[src/rtl/irx_band_sequencer.sv]
module irx_band_sequencer #(
  parameter int CLK_PERIOD_NS = 20,
  parameter int T_SETUP_NS    = 25,
  parameter int T_HOLD_NS     = 100,
  parameter int T_PULSE_NS    = 50
) (
  input  logic clk,
  input  logic rst_n,
  input  logic start,
  input  logic band_req,
  input  logic tx_data,
  output logic sd_mode,
  output logic txd,
  output logic busy,
  output logic done,
  output logic band_fast
);
  localparam int SETUP_CYC = (T_SETUP_NS + CLK_PERIOD_NS - 1) / CLK_PERIOD_NS + 1;
  localparam int HOLD_CYC  = (T_HOLD_NS  + CLK_PERIOD_NS - 1) / CLK_PERIOD_NS + 1;
  localparam int PULSE_CYC = (T_PULSE_NS + CLK_PERIOD_NS - 1) / CLK_PERIOD_NS + 1;
  localparam int SLOW_HI   = (PULSE_CYC > SETUP_CYC) ? PULSE_CYC : SETUP_CYC;
  localparam int FAST_HI   = (PULSE_CYC > 2 * SETUP_CYC) ? PULSE_CYC : 2 * SETUP_CYC;
  localparam int FAST_TAIL = FAST_HI - SETUP_CYC;
  localparam int MAX_CYC   = SLOW_HI + FAST_HI + HOLD_CYC;
  localparam int CW        = $clog2(MAX_CYC + 1);

  typedef enum logic [2:0] {IDLE, SD_HIGH, TXD_SETUP, SD_LOW_HOLD, DONE} state_t;

  state_t        state;
  logic [CW-1:0] cnt;
  logic          req_q;
  logic          last;

  assign last = (cnt == '0);

  always_ff @(posedge clk or negedge rst_n) begin
    if (!rst_n) begin
      state     <= IDLE;
      cnt       <= '0;
      req_q     <= 1'b0;
      band_fast <= 1'b0;
    end else begin
      case (state)
        IDLE: if (start) begin
          req_q <= band_req;
          cnt   <= band_req ? CW'(SETUP_CYC - 1) : CW'(SLOW_HI - 1);
          state <= SD_HIGH;
        end
        SD_HIGH: if (last) begin
          if (req_q) begin
            cnt   <= CW'(FAST_TAIL - 1);
            state <= TXD_SETUP;
          end else begin
            cnt   <= CW'(HOLD_CYC - 1);
            state <= SD_LOW_HOLD;
          end
        end else cnt <= cnt - 1'b1;
        TXD_SETUP: if (last) begin
          cnt   <= CW'(HOLD_CYC - 1);
          state <= SD_LOW_HOLD;
        end else cnt <= cnt - 1'b1;
        SD_LOW_HOLD: if (last) begin
          band_fast <= req_q;
          state     <= DONE;
        end else cnt <= cnt - 1'b1;
        DONE: state <= IDLE;
        default: state <= IDLE;
      endcase
    end
  end

  assign busy    = (state != IDLE);
  assign done    = (state == DONE);
  assign sd_mode = (state == SD_HIGH) || (state == TXD_SETUP);
  assign txd     = (state == IDLE) ? tx_data
                 : ((state == TXD_SETUP) || (state == SD_LOW_HOLD && req_q));

  logic [CW-1:0] hi_run;
  logic [CW-1:0] lo_run;
  always_ff @(posedge clk or negedge rst_n) begin
    if (!rst_n) begin
      hi_run <= '0;
      lo_run <= '0;
    end else begin
      hi_run <= sd_mode ? hi_run + 1'b1 : '0;
      lo_run <= (sd_mode || !busy || done) ? '0 : lo_run + 1'b1;
    end
  end

  AST_PULSE_MIN:   assert property (@(posedge clk) disable iff (!rst_n)
                     $fell(sd_mode) |-> hi_run >= CW'(PULSE_CYC));
  AST_HOLD_MIN:    assert property (@(posedge clk) disable iff (!rst_n)
                     done |-> lo_run >= CW'(HOLD_CYC));
  AST_SD_FALL_SEQ: assert property (@(posedge clk) disable iff (!rst_n)
                     $fell(sd_mode) |-> busy);
  AST_TXD_RISE_SD: assert property (@(posedge clk) disable iff (!rst_n)
                     (busy && $rose(txd)) |-> sd_mode);
  AST_DONE_PULSE:  assert property (@(posedge clk) disable iff (!rst_n)
                     done |=> !done);
  AST_REQ_LOCKED:  assert property (@(posedge clk) disable iff (!rst_n)
                     ($past(busy) && busy) |-> $stable(req_q));
  AST_BAND_ON_DONE: assert property (@(posedge clk) disable iff (!rst_n)
                     !$stable(band_fast) |-> done);
endmodule

[config.mk]
export PLATFORM = sky130hd
export DESIGN_NAME = irx_band_sequencer
export DESIGN_NICKNAME = d
export VERILOG_FILES = /design/src/rtl/irx_band_sequencer.sv
export SDC_FILE = /design/constraint.sdc
export NUM_CORES = 1
export LEC_CHECK = 0
export CAP_MARGIN = 15
export CORE_ASPECT_RATIO = 1.1
export CORE_MARGIN = 2
export CORE_UTILIZATION = 30
export CTS_BUF_LIST = sky130_fd_sc_hd__clkbuf_4 sky130_fd_sc_hd__clkbuf_8 sky130_fd_sc_hd__clkbuf_16
export CTS_CLUSTER_SIZE = 14
export DETAILED_ROUTE_END_ITERATION = 10
export GPL_ROUTABILITY_DRIVEN = 0
export MAX_ROUTING_LAYER = met4
export PLACE_DENSITY_LB_ADDON = 0.15
export SETUP_SLACK_MARGIN = 0.05
export SYNTH_ARGS = -nofsm -noshare
export SYNTH_HDL_FRONTEND = slang
export SYNTH_SLANG_ARGS = --single-unit
[constraint.sdc]
create_clock -name clk -period 5.7 [get_ports clk]
set_clock_uncertainty 0.05 [all_clocks]
set_input_delay 0.57 -clock clk [delete_from_list [all_inputs] [get_ports clk]]
set_output_delay 0.57 -clock clk [all_outputs]
set_load 0.005 [all_outputs]
==> results of run 1 <==
## synthesized netlist by cell type
master / instances
dfrtp_1: 10
nor2_1: 9
o21ai_0: 4
inv_1: 3
a22o_1: 2
a31oi_1: 2
buf_2: 2
mux2_2: 2
nor3_1: 2
o211ai_1: 2
xnor2_1: 2
a21boi_0: 1
a21oi_1: 1
a311oi_1: 1
a311oi_4: 1
and2_1: 1
buf_1: 1
ha_1: 1
mux2_1: 1
nand2_4: 1
nand2b_1: 1
nand3b_1: 1
nor3_4: 1
nor4_1: 1
nor4b_4: 1
o211a_1: 1
o21a_1: 1
o22a_1: 1
o31ai_1: 1
or2_2: 1
or3_1: 1
## path summary, 6_finish.rpt
check,cells after the start,endpoint,startpoint,slack (ps)
worst max-delay path,6,txd,tx_data,3270
worst min-delay path,1,band_fast,band_fast,440
worst max register to register,6,band_fast,cnt[0],3610
worst min register to register,1,band_fast,band_fast,440
max in group asynchronous,1,req_q,rst_n,4730
min in group asynchronous,1,cnt[0],rst_n,550
## critical path: stages
cell,delay [ps]
clkdlybuf4s50_1,450
nor2_1,40
nor2_1,100
a21oi_1,50
nor2_1,100
clkdlybuf4s50_1,500
## cell type report
cell class | instances | area [um2]
Clock buffer | 3 | 22.5
Fill cell | 209 | 1220
Tap cell | 28 | 35.0
Timing Repair Buffer | 9 | 90.1
Inverter | 3 | 11.3
Multi-Input combinational cell | 44 | 344
Sequential cell | 10 | 250
## per-stage QoR
stage                     utilization (%)  cell area, um2  hold slack (ps)  std cells
after floorplan                         -             619              224         60
after global placement               36.9             731              420         94
after detailed placement             36.9             731              425         94
after CTS                            38.1             753              439         97
after global routing                 38.1             753              474         97
final                                38.1             753              437         97
## cells by family after synthesis
family                     count (synthesis)  synth area share, %
and+or+nand+nor                           20                 21.6
AOI/OAI and AO/OA                         18                 23.6
DFF                                       10                 40.4
buffers and inverters                      6                 4.04
muxes                                      3                 5.45
xor gates and xnor gates                   2                 2.83
adders and majority gates                  1                 2.02
## power breakdown
group | internal, uW | switching [uW]
combinational | 125 | 94.4
sequential | 100 | 52.9
clock | 24.5 | 26.9
## layer usage
metal / vias to the layer above / GRT usage [%] / wire length (um)
li1: 238 / - / -
met1: 244 / 14.8 / 602
met2: 9 / 16.2 / 558
met3: 5 / 2.08 / 41
met4: 0 / 9.72 / 48
met5: - / - / 0
## flip-flops by register name, summed over array words and instances, names as in the netlist
name / flops
req_q: 1
cnt: 5
band_fast: 1
state: 3
==> reports/metrics.yaml, run 1 <==
placed_design:
  io_buffers: 9
  dp.final_hpwl_um: 904
  pre_cts_slack_ps: 3250
route:
  wl_per_cell_um: 12.9
  first_pass_iters: 4
  drc: 0
  drt-initial-drc-count: 9
  ant_nets: 0
  via_per_inst: 5.11
  vias: 496
  wirelength_mm: 1.25
final_layout:
  layout_commonest_cell: "dfrtp_1"
  nNetsFinal: 77
  drive_gt1_share_pct: 14.5
  most-common-layout-cells: "dfrtp_1 (10), nor2_1 (9), clkdlybuf4s50_1 (9), o21ai_0 (4)"
  area_growth_syn_to_layout_pct: 21.6
  diodes: 0
floorplanning:
  io_pins: 10
  die_y_um: 51.7
  initial_core_util_pct: 31.3
  die_area_um2: 2440
  core_region_area_um2: 1980
  num_rows: 17
  die_x_um: 47.3
timing:
  setup_viol: 0
  finalSetupTns_ps: 0
  fin_ws_ps: 3270
  tightest_slew_ps: 700
  rsz0062_at_grt: "no"
  hold_viol: 0
  fmax_mhz: 411
  period_minus_slack_ps: 2430
  period_share_pct: 42.7
  relSlewSlack_pct: 53.1
  maxSlewViolCount: 0
grt:
  grt_pass1_wl_mm: 1.92
  grt_use_total_pct: 11.9
  grt-ovfl-total: 0
  grt_start_max_net_pins: 13
  first_global_vias: 431
  antenna_found_initial: 0
synth:
  synth_top_area_share_pct: 40.4
  yosysTopAreaCell: "dfrtp_1"
  syn_area_um2: 619
  synth.top_cells.by_area: "dfrtp_1 (40%), nor2_1 (5.5%), a311oi_4 (4.2%)"
  syn-num-nets: 66
  netlist-cell-type-count: 31
  synth-seq-cells: 10
  ys.warnings.count: 0
  syn_inst: 60
  synth_seq_area_share_pct: 40.4
  avgSynthCellArea_um2: 10.3
critical_path:
  required_ps: 5080
  crit_fanout: 1
  start_kind: "input pin"
  endpoint_kind: "output port"
  cp.arrival_ps: 1810
  worstSetupPathType: "in -> out"
power_and_ir_drop:
  power.total_uw: 424
  powerDensity_nw_per_um2: 563
  power_leakage_uw: 0.000301
  vdd_drop_max_mv: 0.222
clocking:
  cts_htree_levels: 1
  clkTransAtPathRegs_ps: 60
  clk_latency_ps: 280
  cts_hold_buffers: 0
  cts_tree: "done"
  cts_root_buf: "clkbuf_4"
  cts.repair.resized: 0
  clkSinkCount: 10
  cts_buffer_depth: 2
  numCtsBuffers: 3
  post_cts_buffers: 0
status:
  outcome: "finished, final reports clean"
min_path:
  min_path_type: "reg -> reg"
flow_run:
  max-cap-violations: 0
Note: power is estimated with default switching activity, not from simulation.
==> inputs of run 2 (changes only) <==
==> constraint.sdc (replaced) <==
create_clock -name clk -period 2.1 [get_ports clk]
set_clock_uncertainty 0.05 [all_clocks]
set_input_delay 0.21 -clock clk [delete_from_list [all_inputs] [get_ports clk]]
set_output_delay 0.21 -clock clk [all_outputs]
set_load 0.005 [all_outputs]
==> run 2 against run 1 <==
Register-to-register slack worse by 3500 ps. Via count is the same. Clock-buffer cell count stayed put. Core utilization is 1.8 points higher. Largest cell class unchanged. Highest routed layer unchanged.
==> reports/metrics.yaml, run 2 (synthesis gave the netlist of run 1 again) <==
grt:
  grt_use_total_pct: 12.1
  grt-ovfl-total: 0
  grt_pass1_wl_mm: 1.99
  antenna_found_initial: 0
  first_global_vias: 439
  grt_start_max_net_pins: 13
final_layout:
  nNetsFinal: 81
  drive_gt1_share_pct: 23.3
  regMostFlops: "cnt"
  diodes: 0
  most-common-layout-cells: "clkdlybuf4s50_1 (9), nor2_1 (8), dfrtp_1 (8), o21ai_0 (4), buf_4 (4)"
  fill_cells: 191
  area_growth_syn_to_layout_pct: 27.3
  largest_reg_flops: 5
  layout_commonest_cell: "clkdlybuf4s50_1"
  fin_util_pct: 39.8
  reg_top3: "cnt x5, state x3"
route:
  ant_nets: 0
  via_per_inst: 4.91
  drc: 0
  first_pass_iters: 4
  wirelength_mm: 1.22
  vias: 496
  wl_per_cell_um: 12.1
  drt-initial-drc-count: 6
power_and_ir_drop:
  sw_frac_of_total_pct: 39.9
  clkPwrFrac_pct: 11.0
  internal_power_uw: 726
  vdd_drop_max_mv: 0.630
  power_leakage_uw: 0.000319
  powerDensity_nw_per_um2: 1530
  p_comb_share_pct: 54.0
  power_frac_seq_pct: 35.0
  power.total_uw: 1210
  switchingPower_uw: 482
clocking:
  cts_htree_levels: 1
  clk_latency_ps: 270
  cts_buffer_depth: 2
  numCtsBuffers: 3
  clkTransAtPathRegs_ps: 60
  cts_tree: "done"
  cts_hold_buffers: 0
  cts_root_buf: "clkbuf_4"
  clkSinkCount: 10
placed_design:
  io_buffers: 9
  dp.final_hpwl_um: 844
  pre_cts_slack_ps: 65.8
timing:
  period_share_pct: 92.5
  relSlewSlack_pct: 69.4
  hold_viol: 0
  fin_ws_ps: 157
  period_minus_slack_ps: 1940
  fmax_mhz: 515
  setup_viol: 0
  maxSlewViolCount: 0
  holdWs_ps: 205
  tightest_slew_ps: 458
  finalSetupTns_ps: 0
  rsz0062_at_grt: "no"
critical_path:
  worstSetupPathType: "reg -> reg"
  required_ps: 2210
  endpoint_kind: "flop"
  start_kind: "flop"
  cp.arrival_ps: 2050
  crit_fanout: 7
flow_run:
  max-cap-violations: 0
min_path:
  min_path_type: "in -> async"
floorplanning:
  io_pins: 10
  num_rows: 17
  die_y_um: 51.7
  die_x_um: 47.3
  core_region_area_um2: 1980
  die_area_um2: 2440
  initial_core_util_pct: 31.3
status:
  outcome: "finished, final reports clean"
run 2: cell count changes in the layout (fill, tap and decap cells not counted), sizes merged:
cell	before	now
buf	0	4
run 2: final cells by class:
cell class                      instances  area (um2)  share of cell area, %
Timing Repair Buffer                   13         120                   15.2
Inverter                                3        11.3                   1.43
Clock buffer                            3        22.5                   2.86
Sequential cell                        10         253                   32.1
Multi-Input combinational cell         44         347                   44.0
Tap cell                               28        35.0                   4.44
run 2: repair_timing:
| action | CTS | global route |
|---|---|---|
| pin swaps | 0 | 1 |
| setup endpoints to repair | 1 | 7 |
| resized for setup | 1 | 2 |
| setup buffers | 0 | 4 |
| gates cloned | 0 | 0 |
run 2: through the flow:
stage	std cells	cell area [um2]
floorplan	60	619
global placement	94	731
detailed placement	94	731
CTS	97	756
global route	101	788
finish	101	788
run 2: path summary, 6_finish.rpt:
kind | start | to | slack, ps | cells past startpoint
max in group asynchronous | rst_n | state[1] | 1450 | 1
min reg2reg | band_fast | band_fast | 440 | 1
max reg2reg | cnt[0] | cnt[3] | 160 | 7
min in group clk | band_fast | band_fast | 440 | 1
min | rst_n | state[2] | 200 | 1
max | cnt[0] | cnt[3] | 160 | 7
run 2: routing by layer:
layer	global-route usage (%)	vias up	wire [um]
met3	2.08	4	40
met2	15.5	8	572
li1	-	252	-
met5	-	-	0
met1	16.8	232	569
met4	8.33	0	37
run 2: worst max-delay path, stage by stage, from the launching register on:
cell	delay (ps)
dfrtp_1	390
inv_1	80
ha_1	220
nor4b_4	140
buf_4	180
a311oi_4	390
o31ai_1	140
a22o_1	250
run 2: power by group through the flow:
stage | clock network (uW) | logic (uW) | registers (uW)
after floorplan | 0 | 502 | 338
after global placement | 0 | 599 | 425
after detailed placement | 0 | 598 | 421
after CTS | 136 | 602 | 420
after global routing | 147 | 732 | 438
final | 133 | 652 | 423
